File: src/rtl/aux_xact_pkg.sv
package aux_xact_pkg;
  localparam int BUF_WORDS = 5;
  localparam int MSG_MAX   = 4 * BUF_WORDS;
  localparam int RPL_MAX   = 17;
  localparam int CNT_W     = 5;

  typedef enum logic [1:0] {S_IDLE, S_TX, S_WAIT, S_RECV} xact_st_t;
  typedef logic [BUF_WORDS-1:0][31:0] dbuf_t;

  // bit offset of byte k inside its word: first byte in the top lane
  function automatic int lane_lsb(input logic [CNT_W-1:0] k);
    return 8 * (3 - int'(k[1:0]));
  endfunction

  function automatic logic [7:0] buf_byte(input dbuf_t b, input logic [CNT_W-1:0] k);
    return b[k[4:2]][lane_lsb(k) +: 8];
  endfunction

  function automatic logic [CNT_W-1:0] clamp_len(input logic [CNT_W-1:0] n);
    return (n > CNT_W'(MSG_MAX)) ? CNT_W'(MSG_MAX) : n;
  endfunction

  function automatic int unsigned limit_us(input logic [1:0] sel, input int unsigned long_us);
    case (sel)
      2'd0:    return 400;
      2'd1:    return 600;
      2'd2:    return 800;
      default: return long_us;
    endcase
  endfunction

  function automatic logic [5:0] eff_pulses(input logic [4:0] raw);
    return {1'b0, raw} + 6'd1;
  endfunction
endpackage

File: src/rtl/aux_timeout_timer.sv
module aux_timeout_timer
  import aux_xact_pkg::*;
#(
  parameter int CLK_PER_US = 50,
  parameter int LONG_US    = 1600
) (
  input  logic       clk,
  input  logic       rst_n,
  input  logic       run,
  input  logic [1:0] sel,
  output logic       expire
);
  localparam int PRE_W = $clog2(CLK_PER_US + 1);
  localparam int MAXUS = (LONG_US > 800) ? LONG_US : 800;
  localparam int US_W  = $clog2(MAXUS + 1);

  logic [PRE_W-1:0] pre;
  logic [US_W-1:0]  us;
  logic [US_W-1:0]  lim_m1;
  logic             tick;

  assign lim_m1 = US_W'(limit_us(sel, LONG_US) - 1);
  assign tick   = run && (pre == PRE_W'(CLK_PER_US - 1));
  assign expire = tick && (us == lim_m1);

  always_ff @(posedge clk or negedge rst_n) begin
    if (!rst_n) begin
      pre <= '0;
      us  <= '0;
    end else if (!run) begin
      pre <= '0;
      us  <= '0;
    end else if (tick) begin
      pre <= '0;
      us  <= us + 1'b1;
    end else begin
      pre <= pre + 1'b1;
    end
  end

  // the microsecond count never passes the selected limit
  p_us_bound_r5: assert property (@(posedge clk) disable iff (!rst_n)
    run |-> us <= lim_m1);
endmodule

File: src/rtl/aux_reply_capture.sv
module aux_reply_capture
  import aux_xact_pkg::*;
(
  input  logic             clk,
  input  logic             rst_n,
  input  logic             arm,
  input  logic             rx_valid,
  input  logic [7:0]       rx_data,
  input  logic             rx_sop,
  input  logic             rx_eop,
  input  logic             rx_err,
  output logic             started,
  output logic             wr_en,
  output logic [CNT_W-1:0] wr_idx,
  output logic [7:0]       wr_byte,
  output logic             fin,
  output logic [CNT_W-1:0] fin_len,
  output logic             fin_bad
);
  logic             active;
  logic [CNT_W-1:0] cnt;
  logic             bad;
  logic             beat;
  logic             room;

  assign started = arm && rx_valid && rx_sop;
  assign beat    = active && rx_valid;
  assign room    = cnt < CNT_W'(RPL_MAX);
  assign wr_en   = started || (beat && room);
  assign wr_idx  = started ? '0 : cnt;
  assign wr_byte = rx_data;
  assign fin     = (started || beat) && rx_eop;
  assign fin_len = started ? CNT_W'(1) : (room ? cnt + 1'b1 : CNT_W'(RPL_MAX));
  assign fin_bad = rx_err || (beat && (bad || !room));

  always_ff @(posedge clk or negedge rst_n) begin
    if (!rst_n) begin
      active <= 1'b0;
      cnt    <= '0;
      bad    <= 1'b0;
    end else if (started) begin
      active <= !rx_eop;
      cnt    <= CNT_W'(1);
      bad    <= rx_err;
    end else if (beat) begin
      if (rx_eop) active <= 1'b0;
      if (room) cnt <= cnt + 1'b1;
      else      bad <= 1'b1;
      if (rx_err) bad <= 1'b1;
    end
  end

  // stored reply length never exceeds the buffer's reply capacity
  p_len_cap_r7: assert property (@(posedge clk) disable iff (!rst_n)
    cnt <= CNT_W'(RPL_MAX));
  // a write strobe never targets a byte beyond the reply capacity
  p_wr_in_range_r7: assert property (@(posedge clk) disable iff (!rst_n)
    wr_en |-> wr_idx < CNT_W'(RPL_MAX));
endmodule

File: src/rtl/aux_xact_ctrl.sv
module aux_xact_ctrl
  import aux_xact_pkg::*;
#(
  parameter int CLK_PER_US = 50,
  parameter int LONG_US    = 1600
) (
  input  logic        clk,
  input  logic        rst_n,
  input  logic        reg_wr,
  input  logic [2:0]  reg_addr,
  input  logic [31:0] reg_wdata,
  output logic [31:0] reg_rdata,
  output logic        tx_valid,
  input  logic        tx_ready,
  output logic [7:0]  tx_data,
  output logic        tx_sop,
  output logic        tx_eop,
  input  logic        rx_valid,
  input  logic [7:0]  rx_data,
  input  logic        rx_sop,
  input  logic        rx_eop,
  input  logic        rx_err,
  output logic        irq,
  output logic        route_sel,
  output logic [5:0]  sync_pulses,
  output logic [5:0]  fw_sync_pulses
);
  dbuf_t            dbuf;
  xact_st_t         st;
  logic             busy, done_f, tmo_f, rxe_f, irq_en, route_q;
  logic [1:0]       tsel;
  logic [CNT_W-1:0] msz, fw_raw, sy_raw, tx_idx, tx_n;

  logic             tmr_exp;
  logic             cap_start, cap_we, cap_fin, cap_bad;
  logic [CNT_W-1:0] cap_idx, cap_len;
  logic [7:0]       cap_byte;

  // named internal events
  logic ctl_ok, dat_ok, start_req, tx_fire, tx_last, end_tmo, xact_end;
  logic [CNT_W-1:0] start_n;

  assign ctl_ok    = reg_wr && (reg_addr == 3'd0) && !busy;
  assign dat_ok    = reg_wr && (reg_addr >= 3'd1) && (reg_addr <= 3'(BUF_WORDS)) && !busy;
  assign start_req = ctl_ok && reg_wdata[31];
  assign start_n   = clamp_len(reg_wdata[20:16]);
  assign tx_fire   = tx_valid && tx_ready;
  assign tx_last   = tx_fire && tx_eop;
  assign end_tmo   = (st == S_WAIT) && tmr_exp && !cap_start;
  assign xact_end  = end_tmo || cap_fin;

  assign tx_valid = (st == S_TX);
  assign tx_data  = buf_byte(dbuf, tx_idx);
  assign tx_sop   = tx_valid && (tx_idx == '0);
  assign tx_eop   = tx_valid && (tx_idx == tx_n - 1'b1);

  assign irq            = irq_en && done_f;
  assign route_sel      = route_q;
  assign sync_pulses    = eff_pulses(sy_raw);
  assign fw_sync_pulses = eff_pulses(fw_raw);

  aux_timeout_timer #(.CLK_PER_US(CLK_PER_US), .LONG_US(LONG_US)) u_timer (
    .clk(clk), .rst_n(rst_n), .run(st == S_WAIT), .sel(tsel), .expire(tmr_exp)
  );

  aux_reply_capture u_cap (
    .clk(clk), .rst_n(rst_n), .arm(st == S_WAIT),
    .rx_valid(rx_valid), .rx_data(rx_data), .rx_sop(rx_sop), .rx_eop(rx_eop), .rx_err(rx_err),
    .started(cap_start), .wr_en(cap_we), .wr_idx(cap_idx), .wr_byte(cap_byte),
    .fin(cap_fin), .fin_len(cap_len), .fin_bad(cap_bad)
  );

  // sequencing
  always_ff @(posedge clk or negedge rst_n) begin
    if (!rst_n) begin
      st     <= S_IDLE;
      busy   <= 1'b0;
      tx_idx <= '0;
      tx_n   <= '0;
    end else begin
      case (st)
        S_IDLE: if (start_req) begin
          busy   <= 1'b1;
          tx_idx <= '0;
          tx_n   <= start_n;
          st     <= (start_n == '0) ? S_WAIT : S_TX;
        end
        S_TX: if (tx_last) st <= S_WAIT;
              else if (tx_fire) tx_idx <= tx_idx + 1'b1;
        S_WAIT: if (xact_end) st <= S_IDLE;
                else if (cap_start) st <= S_RECV;
        default: if (cap_fin) st <= S_IDLE;
      endcase
      if (xact_end) busy <= 1'b0;
    end
  end

  // control word and status
  always_ff @(posedge clk or negedge rst_n) begin
    if (!rst_n) begin
      done_f <= 1'b0; tmo_f <= 1'b0; rxe_f <= 1'b0;
      irq_en <= 1'b0; route_q <= 1'b0; tsel <= '0;
      msz <= '0; fw_raw <= '0; sy_raw <= '0;
    end else if (ctl_ok) begin
      done_f  <= done_f & ~reg_wdata[30];
      tmo_f   <= tmo_f  & ~reg_wdata[29];
      rxe_f   <= rxe_f  & ~reg_wdata[28];
      irq_en  <= reg_wdata[27];
      route_q <= reg_wdata[26];
      tsel    <= reg_wdata[25:24];
      msz     <= reg_wdata[20:16];
      fw_raw  <= reg_wdata[9:5];
      sy_raw  <= reg_wdata[4:0];
    end else if (xact_end) begin
      done_f <= 1'b1;
      if (end_tmo) tmo_f <= 1'b1;
      if (cap_fin && cap_bad) rxe_f <= 1'b1;
      msz    <= end_tmo ? '0 : cap_len;
    end
  end

  // data buffer
  always_ff @(posedge clk or negedge rst_n) begin
    if (!rst_n) begin
      dbuf <= '0;
    end else begin
      if (dat_ok) dbuf[reg_addr - 3'd1] <= reg_wdata;
      if (cap_we) dbuf[cap_idx[4:2]][lane_lsb(cap_idx) +: 8] <= cap_byte;
    end
  end

  always_comb begin
    reg_rdata = '0;
    if (reg_addr == 3'd0)
      reg_rdata = {busy, done_f, tmo_f, rxe_f, irq_en, route_q, tsel, 3'b000, msz,
                   6'b000000, fw_raw, sy_raw};
    else if (reg_addr <= 3'(BUF_WORDS))
      reg_rdata = dbuf[reg_addr - 3'd1];
  end

  // a control write during busy leaves configuration untouched
  p_cfg_frozen_r3: assert property (@(posedge clk) disable iff (!rst_n)
    (busy && reg_wr && reg_addr == 3'd0) |=>
      $stable({irq_en, route_q, tsel, fw_raw, sy_raw}));
  // every busy-to-idle edge comes with done set
  p_done_at_end_r4: assert property (@(posedge clk) disable iff (!rst_n)
    $fell(busy) |-> done_f);
  // transmit only during a transaction
  p_tx_in_busy_r1: assert property (@(posedge clk) disable iff (!rst_n)
    tx_valid |-> busy);
  // a stalled byte is held unchanged
  p_tx_hold_r1: assert property (@(posedge clk) disable iff (!rst_n)
    (tx_valid && !tx_ready) |=> (tx_valid && $stable(tx_data)));
  // a timeout end reports an empty reply
  p_tmo_len_r5: assert property (@(posedge clk) disable iff (!rst_n)
    $rose(tmo_f) |-> msz == '0);
endmodule

File: config.mk
export PLATFORM = sky130hd
export DESIGN_NAME = aux_xact_ctrl
export DESIGN_NICKNAME = d
export VERILOG_FILES = /design/src/rtl/aux_xact_pkg.sv /design/src/rtl/aux_timeout_timer.sv /design/src/rtl/aux_reply_capture.sv /design/src/rtl/aux_xact_ctrl.sv
export SDC_FILE = /design/constraint.sdc
export NUM_CORES = 1
export LEC_CHECK = 0
export BUFFER_PORTS_ARGS = -buffer_cell sky130_fd_sc_hd__buf_2
export CAP_MARGIN = 20
export CORE_UTILIZATION = 44
export CTS_CLUSTER_DIAMETER = 50
export DETAILED_ROUTE_END_ITERATION = 10
export PLACE_DENSITY_LB_ADDON = 0.25
export SETUP_SLACK_MARGIN = 0.05
export SLEW_MARGIN = 5
export SYNTH_ARGS = -nofsm -noshare
export SYNTH_HDL_FRONTEND = slang
export SYNTH_SLANG_ARGS = --single-unit
File: constraint.sdc
create_clock -name clk -period 3.1 [get_ports clk]
set_input_delay 0.62 -clock clk [delete_from_list [all_inputs] [get_ports clk]]
set_output_delay 0.62 -clock clk [all_outputs]
set_load 0.01 [all_outputs]
**After elaboration in Yosys (flattened, before gate mapping)**

Cells that the tools add are included.

- Flip-flop bits (word level): 219
- Input port bits: 51
- Output and inout bits: 57

- Order comparisons: 9
- Add/subtract/negate cells: 12
- Mux-type cells: 58
- Eq/ne operators: 14
- Shift-type cells: 3
- Reduce and logical (&&, ||, !) cells: 57
- Bitwise logic cells: 6

Operators by type and width:

| kind | count |
|---|---|
| 160-bit bitwise mux | 2 |
| 160-bit two-way mux | 2 |
| 32-bit binary-select mux with 3-bit select | 2 |
| 32-bit demux with 3-bit select | 2 |
| 32-bit two-way mux | 6 |
| 5-bit two-way mux | 13 |
| 6-bit negator with 33-bit output | 1 |
| 11-bit case mux with 3 select lines | 1 |
| 8-bit by 33-bit variable shift with 32-bit output (first input constant) | 1 |
| 8-bit by 33-bit indexed part select with 32-bit output | 1 |
| 32-bit by 6-bit indexed part select with 8-bit output | 1 |
| 1-bit logical AND | 24 |
| 11-bit two-way mux | 2 |
| 1-bit two-way mux | 18 |
| 2-bit nonzero test | 9 |
| 2-bit AND reduction | 7 |
| 5-bit by 1-bit adder with 6-bit output (second input constant) | 2 |
| 3-bit by 4-bit less-than comparator with 1-bit output (second input constant) | 3 |
| 2-bit two-way mux | 6 |
| 6-bit two-way mux | 2 |
| 11-bit by 1-bit adder with 11-bit output (second input constant) | 1 |
| 11-bit == test | 1 |
| 11-bit by 1-bit subtractor with 11-bit output (second input constant) | 1 |
| 5-bit by 1-bit adder with 5-bit output (second input constant) | 2 |
| 26 further kinds | 49 |

**Longest topological paths before layout**

Gate-level depths: netlist of run 1.

- Depth in word-level cells: 11
- Mapped depth: 10

**Cells and area by module**

A second synthesis of run 1 with hierarchy kept.

- Cells, all modules: 1537
- Area total of the unflattened synthesis: 14472.6 sq um

By module, submodules not included:

| module | area each (sq um) | instances | cells an instance |
|---|---|---|---|
| aux_xact_ctrl | 12911.1 | 1 | 1367 |
| aux_timeout_timer | 1013.5 | 1 | 106 |
| aux_reply_capture | 548.0 | 1 | 64 |

**Worst setup path after synthesis of run 1**

No wires, ideal clock.

- Path type: input to output
- Start: input port reg_addr[0]
- End: output port reg_rdata[17]
- Stages: 9
- Data arrival time: 2069 ps
- Path slack: 411 ps
- Buffers on the path: 2
- Cells stage by stage: inv_1 ha_1 xnor2_2 nand2b_1 buf_2 buf_1 o22ai_1 a21oi_1 o21ai_0

- Longest elaborated chain between the ends: 5
- Elaborated cells between the ends (all ways): 7
- Those cells by class: add/sub (1); order compare (1); mux (4); reduce/logical (1)

Ends and longest elaborated chain:

| what | RTL line | source |
|---|---|---|
| from (decl) | aux_xact_ctrl.sv:10 | `input logic [2:0] reg_addr,` |
| 3-bit by 1-bit subtractor with 3-bit output | aux_xact_ctrl.sv:138 | `reg_rdata = dbuf[reg_addr - 3'd1];` |
| 32-bit binary-select mux with 3-bit select | aux_xact_ctrl.sv:138 |  |
| 32-bit two-way mux (implied by the code) | aux_xact_ctrl.sv:138 |  |
| 32-bit two-way mux | aux_xact_ctrl.sv:137 | `else if (reg_addr <= 3'(BUF_WORDS))` |
| 32-bit two-way mux (*) | aux_xact_ctrl.sv:134 | `if (reg_addr == 3'd0)` |
| to (decl) | aux_xact_ctrl.sv:12 | `output logic [31:0] reg_rdata,` |

Mark *: on every way between the ends. The rest lies on a longest branch, timed or not. The select of a mux whose other input is x is not followed.

**Final worst setup path of run 1**

- Start: register tx_idx[2]
- End: output port tx_data[5]

- Longest elaborated chain between the ends: 3

Ends and longest elaborated chain:

| what | RTL line | source |
|---|---|---|
| from (decl) | aux_xact_ctrl.sv:32 | `logic [CNT_W-1:0] msz, fw_raw, sy_raw, tx_idx, tx_n;` |
| from (signal assigned) | aux_xact_ctrl.sv:89 | `else if (tx_fire) tx_idx <= tx_idx + 1'b1;` |
| 32-bit binary-select mux with 3-bit select | aux_xact_pkg.sv:16 | `return b[k[4:2]][lane_lsb(k) +: 8];` |
| 32-bit two-way mux (implied by the code) | aux_xact_pkg.sv:16 |  |
| 32-bit by 6-bit indexed part select with 8-bit output | aux_xact_pkg.sv:16 |  |
| to (decl) | aux_xact_ctrl.sv:15 | `output logic [7:0] tx_data,` |

Every way passes these cells. The select of a mux whose other input is x is not followed.

==> results.sh, run 1 <==
export IMPL_wl_per_cell_um=23.3
export IMPL_grt_max_degree=74
export IMPL_outcome="complete, but fails checks"
export IMPL_yosysSeqAreaShare_pct=40.5
export IMPL_die_h_um=177
export IMPL_cts_hold_buf=0
export IMPL_ioPinCount=108
export IMPL_antenna_found_initial=0
export IMPL_skew_ns=0.0165
export IMPL_design_die_area_um2=31500
export IMPL_syn_inst=1466
export IMPL_synth_top_cell_by_area="dfrtp_1"
export IMPL_fin_ws_ns=-0.130
export IMPL_ys_warnings_count=0
export IMPL_cts_buffers=30
export IMPL_hpwl_um=32300
export IMPL_multi_input_area_um2=7930
export IMPL_gp_congestion=0.905
export IMPL_ir_worst_vdd_v=0.000518
export IMPL_synth_edf_count=0
export IMPL_p_switching_mw=6.42
export IMPL_ctsHtreeMaxLevel=1
export IMPL_ant_nets=0
export IMPL_drcViolationCount=0
export IMPL_clkTransAtPathRegs_ns=0.06
export IMPL_cp_common_cell="buf_12"
export IMPL_powerDensity_nw_per_um2=960
export IMPL_grt_use_met2_pct=48.9
export IMPL_grtUsageMet1_pct=38.4
export IMPL_dr_pass1_iters=6
export IMPL_crit_fanout=6
export IMPL_worstPathRequired_ns=2.48
export IMPL_clock_path_buffers=3
export IMPL_max_freq_ghz=0.310
export IMPL_area_growth_synth_to_final_pct=23.0
export IMPL_final_seq_area_um2=5480
export IMPL_avgSynthCellArea_um2=9.24
export IMPL_grt_use_total_pct=30.0
export IMPL_min_period_ns=3.23
export IMPL_power_share_combinational_pct=44.3
export IMPL_wl_um=47000
export IMPL_async_flop_share_pct=100
export IMPL_syn_cell_area_um2=13500
export IMPL_p_seq_share_pct=33.7
export IMPL_std_cell_rows=63
export IMPL_period_share_pct=104
export IMPL_layout_drive_gt1_share_pct=22.2
export IMPL_num_antenna_cells=0
export IMPL_total_power_mw=16.0
export IMPL_p_leak_nw=7.67
export IMPL_top_usage_layer="met2"
export IMPL_cpPeakStageDelay_ns=0.55
export IMPL_core_area_um2=30000
export IMPL_synth_seq_cells=219
export IMPL_rsz0062_at_grt="true"
export IMPL_synth_top_area_share_pct=40.5
export IMPL_setup_viol=8
export IMPL_critPathKind="reg -> out"
export IMPL_hold_class="in -> async"
export IMPL_worstPathArrival_ns=2.61
export IMPL_grt_overflow=0
export IMPL_slew_headroom_pct=56.6
export IMPL_p_int_mw=9.57
export IMPL_pwr_share_clk_pct=22.1
export IMPL_synth_net_count=1533
export IMPL_ys_types=69
export IMPL_synthTopCellsByArea="dfrtp_1 40%, mux2i_1 14%, a21oi_1 8.5%"
export IMPL_rr_startpoint="st[1]$_DFFE_PN0P_"
export IMPL_critPathLaunchType="flop"
export IMPL_path_cells="buf_12, buf_12, mux4_2, a221oi_4, or3_4, o31ai_4, buf_2"
export IMPL_worstMarginPinSlew_ns=0.649
export IMPL_grt_pass1_wl_um=71800
export IMPL_regToRegEndpoint="dbuf[156]$_DFF_PN0_"
export IMPL_cts_sinks=219
export IMPL_endpoint_kind="primary output"
export IMPL_cts_root_buffer_cell="clkbuf_16"
export IMPL_setup_tns_ns=-0.634
export IMPL_die_x_um=177
export IMPL_grt_use_met3_pct=5.21
export IMPL_fill_cells=2659
export IMPL_maxCapViolations=0
export IMPL_drtIter0Drc=1145
export IMPL_layout_nets=1669
export IMPL_final_hold_viol_count=0
export IMPL_ff2ff_path_depth=9
export IMPL_insertion_delay_ns=0.57
export IMPL_ff2ff_setup_slack_ns=0.56
export IMPL_cp_slowest_cell="mux4_2"
export IMPL_synth_top_flop_cell="dfrtp_1"
export IMPL_violations="negative setup slack"
export IMPL_portBuffers=107
export IMPL_vias_per_cell=6.15
export IMPL_vias=12400
export IMPL_cts_tree="yes"
export IMPL_finalMaxSlewViolations=0
export IMPL_switching_share_pct=40.1
export IMPL_mostFrequentLayoutCell="a21oi_1"
export IMPL_grt_pass1_vias=12000
export IMPL_start_util_pct=45.2
export IMPL_layout_common_cells="230 x a21oi_1, 217 x dfrtp_1, 192 x mux2i_1"
worst max-delay path, delay by kind of cell (launching register included):
| kind | cells | cell delay (ns) |
|---|---|---|
| simple gates | 1 | 0.21 |
| buf+inv | 3 | 0.46 |
| mux | 1 | 0.55 |
| compound gates | 2 | 0.45 |
| flops | 1 | 0.37 |
power by group through the flow:
stage | Sequential [mW] | Clock (mW) | Combinational (mW)
after floorplan | 4.86 | 0 | 4.29
after global placement | 5.29 | 0 | 6.09
after detailed placement | 5.35 | 0 | 6.17
after CTS | 5.33 | 3.56 | 6.85
after global routing | 5.53 | 3.68 | 7.60
final | 5.38 | 3.53 | 7.08
logic make-up after synthesis:
logic type / Yosys count / synth area share [%]
simple gates: 459 / 15.4
compound gates: 389 / 16.7
mux: 225 / 19.6
flops: 219 / 40.5
buf+inv: 126 / 4.24
xor+xnor: 32 / 2.12
fa+ha+maj: 16 / 1.48
worst max path at each step:
stage                          startpoint             to  depth (start not counted)
global route        tx_idx[2]$_DFFE_PN0P_     tx_data[4]                          7
finish              tx_idx[2]$_DFFE_PN0P_     tx_data[5]                          7
global placement              reg_addr[0]  reg_rdata[30]                         11
detailed placement            reg_addr[0]  reg_rdata[30]                         11
CTS                 tx_idx[2]$_DFFE_PN0P_     tx_data[0]                         10
floorplan                     reg_addr[0]  reg_rdata[17]                          9
layer usage:
metal	vias up	wire length (µm)
met5	-	0
met4	0	2550
met3	147	3620
met2	593	22000
met1	6074	18900
li1	5581	-
synth_stat cells (5+ instances only):
cell type and n:
or3_1 13, a21oi_1 230, clkbuf_1 63, buf_1 5
a31oi_1 18, buf_2 24, dfrtp_1 219, o22ai_1 32
nand3_1 23, mux4_2 32, a221oi_1 32, nand2b_1 16
xnor2_1 18, buf_6 6, inv_1 18, nor3_1 9
o31ai_1 13, buf_4 7, nand2_1 166, o21ai_0 39
ha_1 16, mux2i_1 192, xor2_1 13, nor2_1 186
repair_timing:
item / CTS / global route
endpoints found under the setup margin: 8 / 10
pin swaps: 8 / 8
resized for setup: 63 / 14
cloned: 4 / 0
setup buffers: 17 / 9
final cells by class:
cell class                 count  share of cell area, %
timing repair buffer         209                   9.92
sequential                   219                   32.9
clock buffer                  40                   5.03
multi-input combinational   1121                   47.6
clock inverter                14                   1.08
tap                          390                   2.93
inverter                      21                  0.518
stage by stage:
| step | hold WS (ns) | instances | setup WS [ns] | cell area [µm²] | util [%] |
|---|---|---|---|---|---|
| detailed placement | 0.487 | 1940 | 0.147 | 15000 | 49.9 |
| finish | 0.0277 | 2014 | -0.130 | 16700 | 55.6 |
| global route | 0.0722 | 2014 | -0.139 | 16700 | 55.6 |
| floorplan | 0.324 | 1466 | 0.411 | 13500 | - |
| CTS | 0.0337 | 2008 | -0.108 | 16600 | 55.3 |
| global placement | 0.479 | 1940 | 0.171 | 15000 | 49.9 |
state kept, by name (all words and copies together), names as in the netlist, 2 cells and up:
register and cells:
u_cap.cnt 5, tx_n 5, tx_idx 5, dbuf 160, fw_raw 5, u_timer.us 11, u_timer.pre 6, tsel 2
sy_raw 5, st 2, msz 5
No activity file was read; power rests on OpenSTA's default activity.
==> run 2: changes to the inputs <==
Settings changed: CELL_PAD_IN_SITES_DETAIL_PLACEMENT from default to 2, CELL_PAD_IN_SITES_GLOBAL_PLACEMENT from default to 2, CORE_UTILIZATION 44 to 39.
==> run 2 against run 1 <==
  * The flow still finishes with violations (negative setup slack)
  * Flip-flop and latch count did not move
  * Cell count up 4.0%
  * Worst setup slack worse by 0.45 ns
  * Critical path depth decreased by 1
  * Sequential share of layout area decreased by 1.3 points
  * Fmax down 12%
  * Count of clock-buffer cells in the layout is 5 higher
  * Non-clock buffer count rose by 14
  * Largest power group unchanged
  * Highest routed layer is now met5
==> results.sh, run 2 (synthesized netlist as in run 1, its figures left out) <==
export IMPL_largest_reg_flops=160
export IMPL_total_power_mw=19.0
export IMPL_cts_tree="yes"
export IMPL_grt_pass1_wl_um=104000
export IMPL_wl_per_cell_um=38.6
export IMPL_cp_top_family="compound AO/OA/AOI/OAI gates"
export IMPL_area_growth_synth_to_final_pct=28.2
export IMPL_power_share_combinational_pct=46.0
export IMPL_path_cells="buf_12, mux4_2, a221oi_2, or3_4, o31ai_4, buf_2"
export IMPL_drcViolationCount=0
export IMPL_fin_ws_ns=-0.577
export IMPL_design_die_area_um2=35500
export IMPL_critPathKind="reg -> out"
export IMPL_startpoint="tx_idx[2]$_DFFE_PN0P_"
export IMPL_powerDensity_nw_per_um2=1090
export IMPL_endpoint="tx_data[2]"
export IMPL_final_cells=2095
export IMPL_cts_sinks=219
export IMPL_switching_share_pct=46.0
export IMPL_die_x_um=188
export IMPL_grt_pass1_vias=15300
export IMPL_cts_root_buffer_cell="clkbuf_16"
export IMPL_cts_buffers=34
export IMPL_pwr_share_clk_pct=23.3
export IMPL_hpwl_um=39600
export IMPL_insertion_delay_ns=0.55
export IMPL_post_place_ws_ns=0.0454
export IMPL_dr_pass1_iters=5
export IMPL_regMostFlops="dbuf"
export IMPL_stdcell_area_um2=17400
export IMPL_period_share_pct=119
export IMPL_ctsHtreeMaxLevel=2
export IMPL_utilization_pct=51.3
export IMPL_worstMarginPinSlew_ns=0.922
export IMPL_slew_headroom_pct=38.2
export IMPL_die_h_um=188
export IMPL_ir_worst_vdd_v=0.000473
export IMPL_crit_fanout=10
export IMPL_min_period_ns=3.68
export IMPL_worstPathArrival_ns=3.06
export IMPL_reg_top3="dbuf (160), u_timer.us (11), u_timer.pre (6)"
export IMPL_core_area_um2=33900
export IMPL_final_hold_viol_count=0
export IMPL_ff2ff_setup_slack_ns=-0.36
export IMPL_p_leak_nw=7.93
export IMPL_rsz0062_at_grt="true"
export IMPL_regToRegEndpoint="dbuf[159]$_DFF_PN0_"
export IMPL_clkTransAtPathRegs_ns=0.07
export IMPL_layout_common_cells="217 x dfrtp_1, 215 x a21oi_1, 192 x mux2i_1"
export IMPL_crit_cells=6
export IMPL_mostFrequentLayoutCell="dfrtp_1"
export IMPL_hold_class="in -> async"
export IMPL_std_cell_rows=67
export IMPL_endpoint_kind="primary output"
export IMPL_whs_ns=0.0690
export IMPL_p_seq_share_pct=30.7
export IMPL_clock_path_buffers=3
export IMPL_antenna_found_initial=6
export IMPL_p_switching_mw=8.71
export IMPL_setup_viol=23
export IMPL_ant_nets=0
export IMPL_rr_startpoint="st[0]$_DFFE_PN0P_"
export IMPL_vias=14800
export IMPL_maxCapViolations=0
export IMPL_worstPathRequired_ns=2.48
export IMPL_critPathLaunchType="flop"
export IMPL_grt_overflow=0
export IMPL_cpPeakStageDelay_ns=0.70
export IMPL_grt_max_degree=69
export IMPL_placed_area_um2=15100
export IMPL_violations="negative setup slack"
export IMPL_layout_nets=1687
export IMPL_ff2ff_path_depth=8
export IMPL_max_freq_ghz=0.272
export IMPL_dp_cells=2009
export IMPL_start_util_pct=40.0
export IMPL_drtIter0Drc=1720
export IMPL_layout_drive_gt1_share_pct=24.8
export IMPL_crit_buf_inv=2
export IMPL_skew_ns=0.0285
export IMPL_cp_slowest_cell="a221oi_2"
export IMPL_p_int_mw=10.2
export IMPL_grt_use_total_pct=39.1
export IMPL_vias_per_cell=7.09
export IMPL_fill_cells=3395
export IMPL_outcome="complete, but fails checks"
export IMPL_wl_um=80800
export IMPL_gp_congestion=0.861
export IMPL_portBuffers=107
export IMPL_setup_tns_ns=-4.74
export IMPL_finalMaxSlewViolations=0
export IMPL_ioPinCount=108
## run 2: cell types whose count changed in the layout (fill, tap and decap cells not counted), sizes merged
cell and delta:
diode +1, clkinvlp +2, clkinv -2, bufinv +2
bufbuf +1, buf +9, inv +1, clkbuf +9
## run 2: timing repair
action | CTS | global route
cloned | 3 | 4
setup buffers | 12 | 11
resized for setup | 58 | 64
endpoints found under the setup margin | 12 | 47
endpoints found under the hold margin | 0 | 0
hold buffers | 0 | 0
pin swaps | 12 | 8
## run 2: cell type report
type                       instances  area, µm²  share of cell area [%]
antenna                            1       2.50                  0.0144
clock buffer                      45        996                    5.74
clock inverter                    17        243                    1.40
inverter                          21       82.6                   0.476
multi-input combinational       1121       8050                    46.4
sequential                       219       5490                    31.6
tap                              448        561                    3.23
timing repair buffer             223       1940                    11.2
## run 2: power by group through the flow
stage	Sequential (mW)	Clock, mW	Combinational (mW)
global route	5.87	4.49	8.92
floorplan	4.86	0	4.29
CTS	5.44	4.28	7.41
detailed placement	5.39	0	6.61
global placement	5.26	0	6.28
finish	5.82	4.42	8.72
## run 2: how the worst min path moves through the flow
stage / startpoint / end / slack, ns / depth (start not counted)
4_1_cts: rst_n / fw_raw[2]$_DFFE_PN0P_ / 0.1 / 1
2_1_floorplan: rst_n / busy$_DFFE_PN0P_ / 0.32 / 0
5_1_grt: rst_n / dbuf[3]$_DFF_PN0_ / 0.10 / 1
3_3_place_gp: tmo_f$_DFFE_PN0P_ / tmo_f$_DFFE_PN0P_ / 0.47 / 2
3_5_place_dp: tmo_f$_DFFE_PN0P_ / tmo_f$_DFFE_PN0P_ / 0.50 / 2
6_report: rst_n / dbuf[33]$_DFF_PN0_ / 0.07 / 1
## run 2: worst register-to-register path, cell delays in order (launching register included)
cell and delay (ns):
dfrtp_1 0.50, nand4b_1 0.45, nand2_1 0.28, inv_1 0.12, ha_1 0.37, nand2b_1 0.44, nor2_1 0.54, nor2_1 0.09
a31oi_1 0.52
## run 2: per-layer routing
layer	wire (µm)	global-route usage, %	vias up
li1	-	-	5601
met1	28700	48.8	7546
met2	36600	63.4	1220
met3	9150	6.80	473
met4	6310	23.4	8
met5	36	0	-
==> run 3: changes to the inputs <==
==> constraint.sdc (replaced) <==
create_clock -name clk -period 3.1 [get_ports clk]
set_input_delay 0.465 -clock clk [delete_from_list [all_inputs] [get_ports clk]]
set_output_delay 0.465 -clock clk [all_outputs]
set_load 0.01 [all_outputs]
==> run 3 against run 2 <==
  * The run still ends with negative setup slack left
  * Count of clock-buffer cells in the layout is 1 higher
  * Final area is 2.5% lower
  * Register-to-register slack improved by 0.19 ns
==> results.sh, run 3 (synthesized netlist as in run 1, its figures left out) <==
export IMPL_worstMarginPinSlew_ns=1.06
export IMPL_powerDensity_nw_per_um2=1090
export IMPL_crit_fanout=5
export IMPL_clkTransAtPathRegs_ns=0.07
export IMPL_core_area_um2=33900
export IMPL_layout_nets=1687
export IMPL_wl_um=74400
export IMPL_min_period_ns=3.53
export IMPL_hold_class="in -> reg"
export IMPL_post_place_ws_ns=0.131
export IMPL_worstPathRequired_ns=2.63
export IMPL_grt_pass1_wl_um=97800
export IMPL_reg_top3="dbuf (160), u_timer.us (11), u_timer.pre (6)"
export IMPL_final_cells=2092
export IMPL_cts_sinks=219
export IMPL_max_freq_ghz=0.283
export IMPL_cts_buffers=35
export IMPL_setup_viol=20
export IMPL_violations="negative setup slack"
export IMPL_critPathKind="reg -> out"
export IMPL_grt_use_total_pct=36.8
export IMPL_dr_pass1_iters=6
export IMPL_portBuffers=107
export IMPL_layout_common_cells="230 x a21oi_1, 217 x dfrtp_1, 192 x mux2i_1"
export IMPL_endpoint_kind="primary output"
export IMPL_start_util_pct=40.0
export IMPL_grt_overflow=0
export IMPL_vias_per_cell=6.86
export IMPL_die_h_um=188
export IMPL_area_growth_synth_to_final_pct=25.0
export IMPL_mostFrequentLayoutCell="a21oi_1"
export IMPL_num_antenna_cells=0
export IMPL_std_cell_rows=67
export IMPL_p_leak_nw=7.81
export IMPL_drtIter0Drc=1360
export IMPL_ir_worst_vdd_v=0.000427
export IMPL_vias=14400
export IMPL_grt_max_degree=75
export IMPL_grt_pass1_vias=15100
export IMPL_ant_nets=0
export IMPL_cts_tree="yes"
export IMPL_ioPinCount=108
export IMPL_wl_per_cell_um=35.6
export IMPL_largest_reg_flops=160
export IMPL_antenna_found_initial=0
export IMPL_critPathLaunchType="flop"
export IMPL_regMostFlops="dbuf"
export IMPL_outcome="complete, but fails checks"
export IMPL_gp_congestion=0.852
export IMPL_design_die_area_um2=35500
export IMPL_maxCapViolations=0
export IMPL_slew_headroom_pct=29.5
export IMPL_cts_root_buffer_cell="clkbuf_16"
export IMPL_fin_ws_ns=-0.431
export IMPL_insertion_delay_ns=0.56
export IMPL_rsz0062_at_grt="true"
export IMPL_die_x_um=188
export IMPL_skew_ns=0.0377
export IMPL_period_share_pct=114
export IMPL_setup_tns_ns=-2.29
export IMPL_final_hold_viol_count=0
export IMPL_fill_cells=3498
export IMPL_worstPathArrival_ns=3.07
export IMPL_ctsHtreeMaxLevel=2
export IMPL_hpwl_um=39200
export IMPL_clock_path_buffers=3
export IMPL_dp_cells=1992
export IMPL_layout_drive_gt1_share_pct=23.1
export IMPL_drcViolationCount=0
export IMPL_utilization_pct=50.0
export IMPL_whs_ns=0.202
export IMPL_finalMaxSlewViolations=0
[run 3: changes by cell type in the layout (fill, tap and decap cells not counted), moves of 5 or more]
cell | previous run | this run
a21oi_1 | 215 | 230
a21oi_2 | 14 | 0
a221oi_1 | 9 | 4
a221oi_2 | 16 | 23
buf_12 | 29 | 19
buf_4 | 74 | 83
buf_6 | 4 | 10
o21ai_0 | 25 | 39
o21ai_1 | 14 | 2
o22ai_1 | 27 | 32
o22ai_2 | 5 | 0
[run 3: repair_timing]
item,4_1_cts,5_1_grt
gates resized for setup,49,28
setup endpoints to repair,9,16
pin swaps,5,13
hold endpoints to repair,70,0
hold buffers,1,0
setup buffers,19,21
cloned,3,1
[run 3: metrics by stage]
step	power, mW	cell area (µm²)
4_1_cts	16.7	16600
3_5_place_dp	11.9	14900
5_1_grt	18.8	16900
6_report	18.4	16900
3_3_place_gp	11.5	14900
2_1_floorplan	9.15	13500
[run 3: cell type report]
class	instances	area, µm²	area share [%]
Clock inverter	15	175	1.03
Multi-Input combinational cell	1121	7870	46.5
Inverter	21	78.8	0.465
Clock buffer	46	1020	6.02
Sequential cell	219	5490	32.4
Timing Repair Buffer	222	1740	10.3
Tap cell	448	561	3.31
[run 3: metal layers]
layer | up-vias | track usage, % | share of wire [%]
li1 | 5598 | - | -
met1 | 7361 | 44.4 | 36
met2 | 962 | 60.3 | 47
met3 | 432 | 7.58 | 10
met4 | 0 | 22.5 | 7.6
met5 | - | 1.37 | 0
[run 3: worst paths after layout]
| path | endpoint | cells after the start | slack (ns) | startpoint |
|---|---|---|---|---|
| min reg2reg | u_timer.us[1]$_DFFE_PN0P_ | 2 | 0.56 | u_timer.us[1]$_DFFE_PN0P_ |
| max reg2reg | dbuf[140]$_DFF_PN0_ | 8 | -0.17 | st[0]$_DFFE_PN0P_ |
| max | tx_data[7] | 7 | -0.43 | tx_idx[2]$_DFFE_PN0P_ |
| min in group asynchronous | dbuf[5]$_DFF_PN0_ | 2 | 0.51 | rst_n |
| min | dbuf[151]$_DFF_PN0_ | 3 | 0.20 | reg_wdata[23] |
| max in group asynchronous | dbuf[53]$_DFF_PN0_ | 3 | 1.61 | rst_n |
[run 3: report_power, final]
group | total (mW) | internal (mW) | switching, mW
combinational | 8.35 | 3.43 | 4.92
sequential | 5.82 | 4.12 | 1.70
clock | 4.22 | 2.57 | 1.65
total | 18.4 | 10.1 | 8.27
[run 3: worst max-delay path, stage by stage, from the launching register on]
cell and delay (ns):
dfrtp_4 0.52, buf_4 0.15, buf_8 0.13, mux4_2 0.52, a221oi_2 0.72, or3_1 0.24
o31ai_2 0.08, buf_2 0.16
